## src/rtl/sdram_ref_pkg.sv

```systemverilog
package sdram_ref_pkg;

  localparam int REC_W = 4;

  typedef enum logic [1:0] {
    ST_RUN   = 2'd0,
    ST_RECOV = 2'd1,
    ST_SELF  = 2'd2
  } seq_state_t;

  // recovery length minus one, shared by both memory blocks
  function automatic logic [REC_W-1:0] rec_len_m1(input logic [1:0] code);
    case (code)
      2'b00:   rec_len_m1 = REC_W'(2);
      2'b01:   rec_len_m1 = REC_W'(5);
      default: rec_len_m1 = REC_W'(8);
    endcase
  endfunction

endpackage

```

## src/rtl/ref_interval_timer.sv

```systemverilog
module ref_interval_timer #(
  parameter int RC_W      = 9,
  parameter int STEP_LOG2 = 4
) (
  input  logic            clk,
  input  logic            rst,
  input  logic [RC_W-1:0] rc_cfg,
  input  logic            hold,
  input  logic            reload,
  output logic            tick
);
  localparam int CNT_W = RC_W + STEP_LOG2;

  logic [CNT_W-1:0] cnt;
  logic [CNT_W-1:0] period_m1;

  // (rc+1)*2^STEP_LOG2 - 1 == rc concatenated with all-ones
  assign period_m1 = {rc_cfg, {STEP_LOG2{1'b1}}};
  assign tick      = !hold && !reload && (cnt == '0);

  always_ff @(posedge clk) begin
    if (rst || reload) begin
      cnt <= period_m1;
    end else if (!hold) begin
      if (cnt == '0) cnt <= period_m1;
      else           cnt <= cnt - CNT_W'(1);
    end
  end
endmodule

```

## src/rtl/ref_recovery_counter.sv

```systemverilog
module ref_recovery_counter
  import sdram_ref_pkg::*;
(
  input  logic       clk,
  input  logic       rst,
  input  logic       load,
  input  logic [1:0] code,
  output logic       done
);
  logic [REC_W-1:0] rcnt;

  assign done = (rcnt == '0);

  always_ff @(posedge clk) begin
    if (rst)              rcnt <= '0;
    else if (load)        rcnt <= rec_len_m1(code);
    else if (rcnt != '0)  rcnt <= rcnt - REC_W'(1);
  end
endmodule

```

## src/rtl/sdram_refresh_seq.sv

```systemverilog
module sdram_refresh_seq
  import sdram_ref_pkg::*;
#(
  parameter int RC_W      = 9,
  parameter int STEP_LOG2 = 4
) (
  input  logic            clk,
  input  logic            rst,
  input  logic [RC_W-1:0] rc_cfg,
  input  logic [1:0]      rec_code,
  input  logic            selfref_req,
  input  logic            cmd_on_cke,
  input  logic            arb_grant,
  input  logic            arb_idle,
  output logic            ref_req,
  output logic            ref_cmd,
  output logic            self_cmd,
  output logic            selfx_cmd,
  output logic            scke,
  output logic            busy
);
  seq_state_t state, state_n;
  logic pending;
  logic issue, enter_self, leave_self;
  logic tick, rec_done;

  ref_interval_timer #(.RC_W(RC_W), .STEP_LOG2(STEP_LOG2)) u_timer (
    .clk    (clk),
    .rst    (rst),
    .rc_cfg (rc_cfg),
    .hold   (state == ST_SELF),
    .reload (leave_self),
    .tick   (tick)
  );

  ref_recovery_counter u_recov (
    .clk  (clk),
    .rst  (rst),
    .load (issue),
    .code (rec_code),
    .done (rec_done)
  );

  assign ref_req = pending;

  always_comb begin
    issue      = (state == ST_RUN) && pending && arb_grant;
    enter_self = (state == ST_RUN) && !issue && selfref_req && !cmd_on_cke && arb_idle;
    leave_self = (state == ST_SELF) && (!selfref_req || cmd_on_cke);
    state_n    = state;
    case (state)
      ST_RUN: begin
        if (issue)           state_n = ST_RECOV;
        else if (enter_self) state_n = ST_SELF;
      end
      ST_RECOV: if (rec_done)   state_n = ST_RUN;
      ST_SELF:  if (leave_self) state_n = ST_RUN;
      default:                  state_n = ST_RUN;
    endcase
  end

  always_ff @(posedge clk) begin
    if (rst) begin
      state     <= ST_RUN;
      pending   <= 1'b0;
      ref_cmd   <= 1'b0;
      self_cmd  <= 1'b0;
      selfx_cmd <= 1'b0;
      scke      <= 1'b1;
      busy      <= 1'b0;
    end else begin
      state     <= state_n;
      pending   <= enter_self ? 1'b0 : (tick | (pending & ~issue));
      ref_cmd   <= issue;
      self_cmd  <= enter_self;
      selfx_cmd <= leave_self;
      scke      <= (state_n != ST_SELF);
      busy      <= (state_n != ST_RUN);
    end
  end
endmodule

```

## config.mk

```make
export PLATFORM = sky130hd
export DESIGN_NAME = sdram_refresh_seq
export DESIGN_NICKNAME = d
export VERILOG_FILES = /design/src/rtl/sdram_ref_pkg.sv /design/src/rtl/ref_interval_timer.sv /design/src/rtl/ref_recovery_counter.sv /design/src/rtl/sdram_refresh_seq.sv
export SDC_FILE = /design/constraint.sdc
export NUM_CORES = 1
export LEC_CHECK = 0
export BUFFER_PORTS_ARGS = -buffer_cell sky130_fd_sc_hd__buf_2
export CAP_MARGIN = 25
export CELL_PAD_IN_SITES_DETAIL_PLACEMENT = 1
export CELL_PAD_IN_SITES_GLOBAL_PLACEMENT = 1
export CORE_MARGIN = 2
export CORE_UTILIZATION = 31
export DETAILED_ROUTE_END_ITERATION = 8
export PLACE_DENSITY_LB_ADDON = 0.08
export SYNTH_ARGS = -nofsm -noshare
export SYNTH_HDL_FRONTEND = slang
export SYNTH_HIERARCHICAL = 1
export SYNTH_SLANG_ARGS = --single-unit
```

## constraint.sdc

```tcl
create_clock -name clk -period 3.1 [get_ports clk]
set_input_delay 0.775 -clock clk [delete_from_list [all_inputs] [get_ports clk]]
set_output_delay 0.775 -clock clk [all_outputs]
set_load 0.02 [all_outputs]
```

==> results of run 1 <==
-- flip-flops by register name, indices dropped and copies added, names as in the netlist --
register	flops
busy	1
ref_cmd	1
ref_req	1
scke	1
self_cmd	1
selfx_cmd	1
state	2
u_recov/rcnt	4
u_timer/cnt	13
-- synthesized netlist by cell type, types with 3 or more instances --
master / n / share of area (%)
nor3_1: 7 / 2.5
dfxtp_1: 16 / 23
nor2_1: 13 / 3.5
o2bb2ai_1: 8 / 5.1
inv_1: 8 / 2.2
nand2_1: 6 / 1.6
a21oi_1: 3 / 1.1
nor4_1: 6 / 2.7
xor2_1: 4 / 2.5
edfxtp_1: 9 / 20
or4_1: 4 / 2.2
xnor2_1: 5 / 3.2
nor2b_1: 4 / 1.8
-- per-stage QoR --
stage / setup slack [ns] / power (mW) / instance area [um2]
after floorplan: 0.881 / 0.579 / 1380
after global placement: 0.751 / 0.625 / 1530
after detailed placement: 0.668 / 0.636 / 1530
after CTS: 0.716 / 0.839 / 1580
after global routing: 0.613 / 0.879 / 1580
final: 0.723 / 0.819 / 1580
-- layer usage --
metal / up-vias / wire length (um) / track usage, %
met4: 0 / 12 / 3.14
li1: 559 / - / -
met5: - / 0 / 0
met3: 2 / 99 / 2.14
met1: 540 / 1410 / 17.7
met2: 13 / 1640 / 24.6
-- placed cells by master, fill, tap and decap left out, types with 2 or more instances in the layout --
master / synthesis / layout
a31oi_1: 2 / 2
ha_1: 2 / 2
nand2b_1: 2 / 2
nor2_1: 13 / 13
o21ai_0: 2 / 2
or4_4: 2 / 2
nor2b_1: 4 / 4
o2bb2ai_1: 8 / 8
or4_1: 4 / 4
buf_2: 0 / 22
or3_1: 2 / 2
inv_1: 8 / 8
dfxtp_1: 16 / 16
nor4_1: 6 / 6
xnor2_1: 5 / 5
xor2_1: 4 / 4
nor3_1: 7 / 7
nand4_1: 2 / 2
o31ai_4: 2 / 2
clkbuf_8: 0 / 3
nand2_1: 6 / 6
nand3_1: 2 / 2
edfxtp_1: 9 / 9
a21oi_1: 3 / 3
-- worst min-delay path: cells and delay by family, from the launching register on --
family | cells | cell delay [ns]
compound gates | 1 | 0.07
flops | 1 | 0.35
simple gates | 1 | 0.09
-- logic make-up (layout without fill, tap and decap cells) --
| logic type | Yosys count | count (layout) | synth area share [%] |
|---|---|---|---|
| and+or+nand+nor | 63 | 63 | 28.2 |
| muxes | 3 | 3 | 2.63 |
| xor gates and xnor gates | 9 | 9 | 5.72 |
| buffers and inverters | 12 | 35 | 4.09 |
| adders and majority gates | 2 | 2 | 1.82 |
| DFF | 25 | 25 | 42.9 |
| AOI/OAI and AO/OA | 23 | 23 | 14.6 |
-- power by group --
part	switching, mW	internal (mW)	total (mW)
clock	0.105	0.0898	0.195
sequential	0.0399	0.381	0.421
combinational	0.0967	0.106	0.203
total	0.242	0.577	0.819
-- layout make-up --
| cell class | count | share of cell area [%] |
|---|---|---|
| clock buffers | 3 | 2.61 |
| flip-flops and latches | 25 | 37.4 |
| well taps | 52 | 4.12 |
| repair buffers | 23 | 7.44 |
| inverters | 8 | 1.90 |
| clock inverters | 1 | 0.317 |
| multi-input cells | 100 | 46.2 |
-- final timing paths --
| kind | startpoint | to | slack [ns] | cells after the start |
|---|---|---|---|---|
| worst max register to register | u_timer/cnt[4]$_DFFE_PP_ | u_timer/cnt[12]$_DFFE_PP_ | 0.72 | 4 |
| worst min register to register | u_recov/rcnt[3]$_SDFFE_PP0P_ | u_recov/rcnt[2]$_SDFFE_PP0P_ | 0.56 | 2 |
| worst max-delay path | u_timer/cnt[4]$_DFFE_PP_ | u_timer/cnt[12]$_DFFE_PP_ | 0.72 | 4 |
| worst min-delay path | u_recov/rcnt[3]$_SDFFE_PP0P_ | u_recov/rcnt[2]$_SDFFE_PP0P_ | 0.56 | 2 |
==> reports/summary.txt, run 1 <==
GRT overflow - 0
maximum vdd drop - 0.233 mV
post-layout util - 36.5%
initial drt markers - 53
pwr/cell area - 518 mW/mm2
die area - 0.00499 mm2
fmax - 0.421 GHz
clk buf depth - 2
register area - 591 um2
EDFF count, synth - 9
TritonRoute pass-1 iters - 4
placed cell count - 208
FFs w/ async S/R, synth - 0%
CP startpoint kind - flip-flop
HPWL after detailed placement - 2420 um
Worst Setup Path Type - reg -> reg
H-tree Lvls - 1
Yosys cell types - 47
hold_ws - 0.561 ns
share of layout cells above drive strength 1 - 24.4%
GP Congestion - 0.702
Post-CTS Hold Fix Bufs - 0
Multi-input gate area - 731 um2
outcome - finished, final reports clean
post-synthesis cell area - 0.00138 mm2
Cell Rows - 24
antenna viol nets, final - 0
fin cells - 212
fin. max-slew vios - 0
TritonCTS clock tree - yes
Critical Path End Type - flip-flop
slowest stage delay, CP - 0.57 ns
routed wire length - 3170 um
Top FF cell, synth - dfxtp_1
clock transition at the registers of the reported paths - 0.09 ns
cell count after synthesis - 137
Worst-Skew Late Latency - 0.27 ns
Mapped Avg Cell Area - 10.1 um2
Synth warnings - 6
DR DRC count - 0
Setup Buffers After CTS - 0
crit path max fanout - 6
Critical Path Most Common Cell - or4_4
Fill cells - 522
crit path max-delay cell type - or4_4
total I/O pin count - 23
Die Ht - 70.7 um
Vias - 1,114
skew final - 0.00507 ns
worst path cell trace - or4_4 > or4_4 > or4b_1 > nand3_1
die width - 70.7 um
Worst Tran Pin Value - 0.687 ns
pin count of the biggest net entering global routing - 19
Seq cells post-synth - 25
Max Cap Viol - 0
Area growth syn-to-layout - 14.7%
total CTS buffers - 3
post-synthesis sequential area ratio - 42.9%
Slew Limit Headroom - 53.8%
global-route wire length before repair - 5660 um
final setup vio count - 0
# diodes - 0
Final min period - 2.38 ns
Hold Crit Class - reg -> reg
PostCTS Resize Cnt - 0
CTS Sinks - 25
Final TNS setup - 0 ns
port buffer count - 22
# nets final - 180
drt via density - 5.25
syn_nets - 156
worst path bufs/invs - 0
Final Hold Fails - 0
critical path arrival - 2.51 ns
clock root cell - clkbuf_8
Initial Util - 31.9%
vias in the first global route - 1,183
post-route clock period utilization - 76.7%
initial antenna violation count - 0
unrepaired setup endpoints after global routing - no
All-Layer GR Usage - 13.8%
wire per inst - 14.9 um
core footprint - 0.00432 mm2
critical path data required time - 3.24 ns
leak pwr - 0.592 nW
family with the most delay on the worst path - simple AND/OR/NAND/NOR gates
(Power assumes the default switching activity.)
==> inputs of run 2 (changes only) <==
Clock period 3.1 ns to 2.3 ns, I/O delays scaled along.
==> run 2 against run 1 <==
Compared with the run above: critical endpoint unchanged; total power up 38%; utilization up 3.2 points; via count up 6.5%; largest cell class unchanged; sequential power up 33%; combinational power up 48%; wire length up 8.1%; critical path type unchanged; cell count up 5.7%; register-to-register slack worse by 0.68 ns; clock power up 39%; non-clock buffer count up 12.
==> reports/summary.txt, run 2 (synthesized netlist as in run 1, its figures left out) <==
Critical Path Most Common Cell - or4_4 (unchanged)
initial antenna violation count - 0 (unchanged)
Final TNS setup - 0 ns (unchanged)
worst path cell trace - or4_4 > or4_4 > or4b_4 > nand3_2 (was or4_4 > or4_4 > or4b_1 > nand3_1)
pwr/cell area - 659 mW/mm2 (was 518 mW/mm2)
worst setup path start - u_timer/cnt[4]$_DFFE_PP_ (unchanged)
outcome - finished, final reports clean (unchanged)
Critical Path End Type - flip-flop (unchanged)
vias in the first global route - 1,231 (was 1,183)
clock root cell - clkbuf_8 (unchanged)
cell depth of the worst flop-to-flop path - 4 (unchanged)
worst path bufs/invs - 0 (unchanged)
global-route wire length before repair - 5970 um (was 5660 um)
max reg flops - 13 (unchanged)
fin cells - 224 (was 212)
commonest non-fill, non-tap cell in the layout - buf_2 (unchanged)
Worst-Skew Late Latency - 0.27 ns (about the same)
CP startpoint kind - flip-flop (unchanged)
pre-CTS setup slack - 0.0319 ns (was 0.668 ns)
GP Congestion - 0.717 (was 0.702)
R2R setup slack - 0.04 ns (was 0.72 ns)
critical path data required time - 2.44 ns (was 3.24 ns)
CP Capture Point - u_timer/cnt[12]$_DFFE_PP_ (unchanged)
final setup vio count - 0 (unchanged)
# nets final - 192 (was 180)
final setup margin - 0.0449 ns (was 0.723 ns)
register area - 591 um2 (unchanged)
Final min period - 2.26 ns (was 2.38 ns)
Top Registers - u_timer/cnt: 13 flops, u_recov/rcnt: 4 flops, state: 2 flops (unchanged)
Setup Buffers After CTS - 0 (unchanged)
reg2reg end - u_timer/cnt[12]$_DFFE_PP_ (unchanged)
share of layout cells above drive strength 1 - 32.6% (was 24.4%)
final instance area - 0.00172 mm2 (was 0.00158 mm2)
CP Depth - 4 (unchanged)
port buffer count - 22 (unchanged)
Area growth syn-to-layout - 24.9% (was 14.7%)
core footprint - 0.00432 mm2 (unchanged)
leak pwr - 0.661 nW (was 0.592 nW)
total power - 1.13 mW (was 0.819 mW)
die area - 0.00499 mm2 (unchanged)
initial drt markers - 34 (was 53)
wire per inst - 15.3 um (was 14.9 um)
Fill cells - 516 (was 522)
drt via density - 5.29 (was 5.25)
clk buf depth - 2 (unchanged)
Worst Tran Pin Value - 0.713 ns (was 0.687 ns)
Vias - 1,186 (was 1,114)
Hold Crit Class - in -> reg (was reg -> reg)
total I/O pin count - 23 (unchanged)
pin count of the biggest net entering global routing - 15 (was 19)
routed wire length - 3420 um (was 3170 um)
FF-to-FF Start - u_timer/cnt[4]$_DFFE_PP_ (unchanged)
unrepaired setup endpoints after global routing - yes (was no)
CTS Sinks - 25 (unchanged)
die width - 70.7 um (unchanged)
Initial Util - 31.9% (unchanged)
maximum vdd drop - 0.380 mV (was 0.233 mV)
family with the most delay on the worst path - simple AND/OR/NAND/NOR gates (unchanged)
Reg with most FFs - u_timer/cnt (unchanged)
TritonCTS clock tree - yes (unchanged)
fmax - 0.443 GHz (was 0.421 GHz)
Max Cap Viol - 0 (unchanged)
HPWL after detailed placement - 2570 um (was 2420 um)
TritonRoute pass-1 iters - 3 (was 4)
antenna viol nets, final - 0 (unchanged)
placed cell count - 220 (was 208)
crit path max-delay cell type - or4_4 (unchanged)
Cell Rows - 24 (unchanged)
# diodes - 0 (unchanged)
skew final - 0.00255 ns (was 0.00507 ns)
Slew Limit Headroom - 52.1% (was 53.8%)
GRT overflow - 0 (unchanged)
Worst Setup Path Type - reg -> reg (unchanged)
Multi-input gate area - 769 um2 (was 731 um2)
slowest stage delay, CP - 0.58 ns (was 0.57 ns)
fin. max-slew vios - 0 (unchanged)
commonest non-fill, non-tap cells in the layout - 22 x buf_2, 16 x dfxtp_1, 13 x nor2_1 (unchanged)
total CTS buffers - 3 (unchanged)
Final Hold Fails - 0 (unchanged)
Die Ht - 70.7 um (unchanged)
total placed instance area - 0.00164 mm2 (was 0.00153 mm2)
All-Layer GR Usage - 14.9% (was 13.8%)
DR DRC count - 0 (unchanged)
H-tree Lvls - 1 (unchanged)
post-route clock period utilization - 98.0% (was 76.7%)
crit path max fanout - 3 (was 6)
clock transition at the registers of the reported paths - 0.09 ns (about the same)
critical path arrival - 2.40 ns (was 2.51 ns)
## run 2: cell types whose count changed in the layout (fill, tap and decap cells not counted), sizes merged
cell | before | now
clkinv | 1 | 0
buf | 23 | 35
clkbuf | 3 | 4
## run 2: worst min-delay path by stage
stage	startpoint	endpoint	slack, ns	cells after the start
after floorplan	u_recov/rcnt[0]$_SDFFE_PP0P_	u_recov/rcnt[0]$_SDFFE_PP0P_	0.50	2
after global placement	u_recov/rcnt[0]$_SDFFE_PP0P_	u_recov/rcnt[0]$_SDFFE_PP0P_	0.53	2
after detailed placement	u_timer/cnt[2]$_SDFFE_PP1N_	u_timer/cnt[2]$_SDFFE_PP1N_	0.54	2
after CTS	rst	selfx_cmd$_SDFF_PP0_	0.52	2
after global routing	rst	selfx_cmd$_SDFF_PP0_	0.54	2
final	rst	selfx_cmd$_SDFF_PP0_	0.54	2
## run 2: report_power, final
part | internal [mW] | switching [mW]
clock network | 0.124 | 0.147
registers | 0.513 | 0.0492
logic | 0.156 | 0.144
## run 2: worst register-to-register path, stage by stage (launching register included)
cell      delay (ns)
edfxtp_1        0.40
or4_4           0.53
or4_4           0.58
or4b_4          0.53
nand3_2         0.09
## run 2: cell type report
class	count	area share (%)
multi-input cells	100	44.7
flip-flops and latches	25	34.3
repair buffers	35	12.8
well taps	52	3.78
clock buffers	4	2.62
inverters	8	1.75
## run 2: metal layers
metal	GRT usage, %	part of all wire (%)
met5	0	0
met4	4.40	1.2
met3	2.42	2.9
met2	26.1	51
met1	18.9	45
## run 2: repair_timing
item	in CTS	in global routing
hold buffers	0	0
resized for setup	1	6
endpoints found under the setup margin	1	10
pin swaps	0	2
## run 2: through the flow
stage | hold slack [ns] | util, %
after global placement | 0.528 | 37.8
after detailed placement | 0.541 | 37.8
after floorplan | 0.495 | -
after CTS | 0.520 | 39.0
after global routing | 0.540 | 39.8
final | 0.536 | 39.8
==> inputs of run 3 (changes only) <==
Settings changed: CTS_BUF_LIST set to sky130_fd_sc_hd__clkbuf_8.
==> run 3 against run 2 <==
Compared with the run above: first-iteration DRC count up 2.9%; utilization stayed put; critical path depth is the same; clock-buffer cell count shrank 1; wire length stayed put; maximum frequency did not move; global-route usage stayed put; via count is the same; critical path type unchanged.
==> reports/summary.txt, run 3 (synthesized netlist as in run 1, its figures left out) <==
H-tree Lvls - 1 (unchanged)
maximum vdd drop - 0.380 mV (about the same)
GRT overflow - 0 (unchanged)
skew final - 0.00270 ns (was 0.00255 ns)
pre-CTS setup slack - 0.0319 ns (unchanged)
initial antenna violation count - 0 (unchanged)
Area growth syn-to-layout - 24.9% (unchanged)
Setup Buffers After CTS - 0 (unchanged)
fin. max-slew vios - 0 (unchanged)
max reg flops - 13 (unchanged)
final setup margin - 0.0449 ns (unchanged)
unrepaired setup endpoints after global routing - yes (unchanged)
clock transition at the registers of the reported paths - 0.09 ns (about the same)
critical path arrival - 2.40 ns (about the same)
Worst Setup Path Type - reg -> reg (unchanged)
crit path max fanout - 3 (unchanged)
clock root cell - clkbuf_8 (unchanged)
Initial Util - 31.9% (unchanged)
final setup vio count - 0 (unchanged)
commonest non-fill, non-tap cells in the layout - 22 x buf_2, 16 x dfxtp_1, 13 x nor2_1 (unchanged)
post-route clock period utilization - 98.0% (unchanged)
# nets final - 192 (unchanged)
Worst Tran Pin Value - 0.713 ns (unchanged)
TritonCTS clock tree - yes (unchanged)
fmax - 0.443 GHz (unchanged)
drt via density - 5.29 (unchanged)
pin count of the biggest net entering global routing - 15 (unchanged)
core footprint - 0.00432 mm2 (unchanged)
Final min period - 2.26 ns (unchanged)
commonest non-fill, non-tap cell in the layout - buf_2 (unchanged)
routed wire length - 3420 um (unchanged)
GP Congestion - 0.717 (unchanged)
Vias - 1,186 (unchanged)
Reg with most FFs - u_timer/cnt (unchanged)
post-layout util - 39.8% (unchanged)
CTS Sinks - 25 (unchanged)
clk buf depth - 2 (unchanged)
global-route wire length before repair - 5970 um (unchanged)
Critical Path End Type - flip-flop (unchanged)
initial drt markers - 35 (was 34)
Cell Rows - 24 (unchanged)
TritonRoute pass-1 iters - 3 (unchanged)
Final TNS setup - 0 ns (unchanged)
share of layout cells above drive strength 1 - 32.6% (unchanged)
wire per inst - 15.3 um (unchanged)
critical path data required time - 2.44 ns (about the same)
Die Ht - 70.7 um (unchanged)
Slew Limit Headroom - 52.1% (unchanged)
Hold Crit Class - in -> reg (unchanged)
CP startpoint kind - flip-flop (unchanged)
antenna viol nets, final - 0 (unchanged)
# diodes - 0 (unchanged)
HPWL after detailed placement - 2570 um (unchanged)
hold_ws - 0.536 ns (unchanged)
pwr/cell area - 656 mW/mm2 (was 659 mW/mm2)
port buffer count - 22 (unchanged)
die area - 0.00499 mm2 (unchanged)
vias in the first global route - 1,231 (unchanged)
DR DRC count - 0 (unchanged)
total I/O pin count - 23 (unchanged)
total CTS buffers - 3 (unchanged)
outcome - finished, final reports clean (unchanged)
Max Cap Viol - 0 (unchanged)
Final Hold Fails - 0 (unchanged)
Worst-Skew Late Latency - 0.27 ns (about the same)
All-Layer GR Usage - 14.9% (unchanged)
Top Registers - u_timer/cnt: 13 flops, u_recov/rcnt: 4 flops, state: 2 flops (unchanged)
die width - 70.7 um (unchanged)
leak pwr - 0.665 nW (was 0.661 nW)
run 3: area by class of cell:
type | instances | area [um2]
inverter | 8 | 30.0
timing repair buffer | 35 | 220
clock buffer | 3 | 41.3
sequential | 25 | 591
fill | 516 | 2600
clock inverter | 1 | 3.75
tap | 52 | 65.1
multi-input combinational | 100 | 769
run 3: timing repair:
action	in CTS	in global routing
hold buffers	0	0
setup endpoints to repair	1	10
pin swaps	0	2
endpoints found under the hold margin	0	0
resized for setup	1	6
run 3: power by group:
part           internal (mW)  switching (mW)
logic                  0.156           0.144
registers              0.513          0.0492
clock network          0.120           0.148
total                  0.789           0.340
run 3: final timing paths:
check / start / to / slack, ns / cells past startpoint
setup / recovery: u_timer/cnt[4]$_DFFE_PP_ / u_timer/cnt[12]$_DFFE_PP_ / 0.04 / 4
hold / removal: rst / selfx_cmd$_SDFF_PP0_ / 0.54 / 2
setup reg to reg: u_timer/cnt[4]$_DFFE_PP_ / u_timer/cnt[12]$_DFFE_PP_ / 0.04 / 4
hold reg to reg: u_recov/rcnt[0]$_SDFFE_PP0P_ / u_recov/rcnt[0]$_SDFFE_PP0P_ / 0.55 / 2
run 3: layer usage:
metal  share of wire (%)  track usage, %
met1                  45            18.9
met2                  51            26.1
met3                 2.9            2.42
met4                 1.2            4.40
met5                   0               0
run 3: stage by stage:
step | cell area [um2] | power, mW | cells
after detailed placement | 1640 | 0.870 | 220
after floorplan | 1380 | 0.780 | 137
final | 1720 | 1.13 | 224
after CTS | 1690 | 1.15 | 224
after global placement | 1640 | 0.855 | 220
after global routing | 1720 | 1.21 | 224
run 3: critical path, cell delays in order, from the launching register on:
cell      delay, ns
edfxtp_1       0.40
or4_4          0.53
or4_4          0.58
or4b_4         0.53
nand3_2        0.09
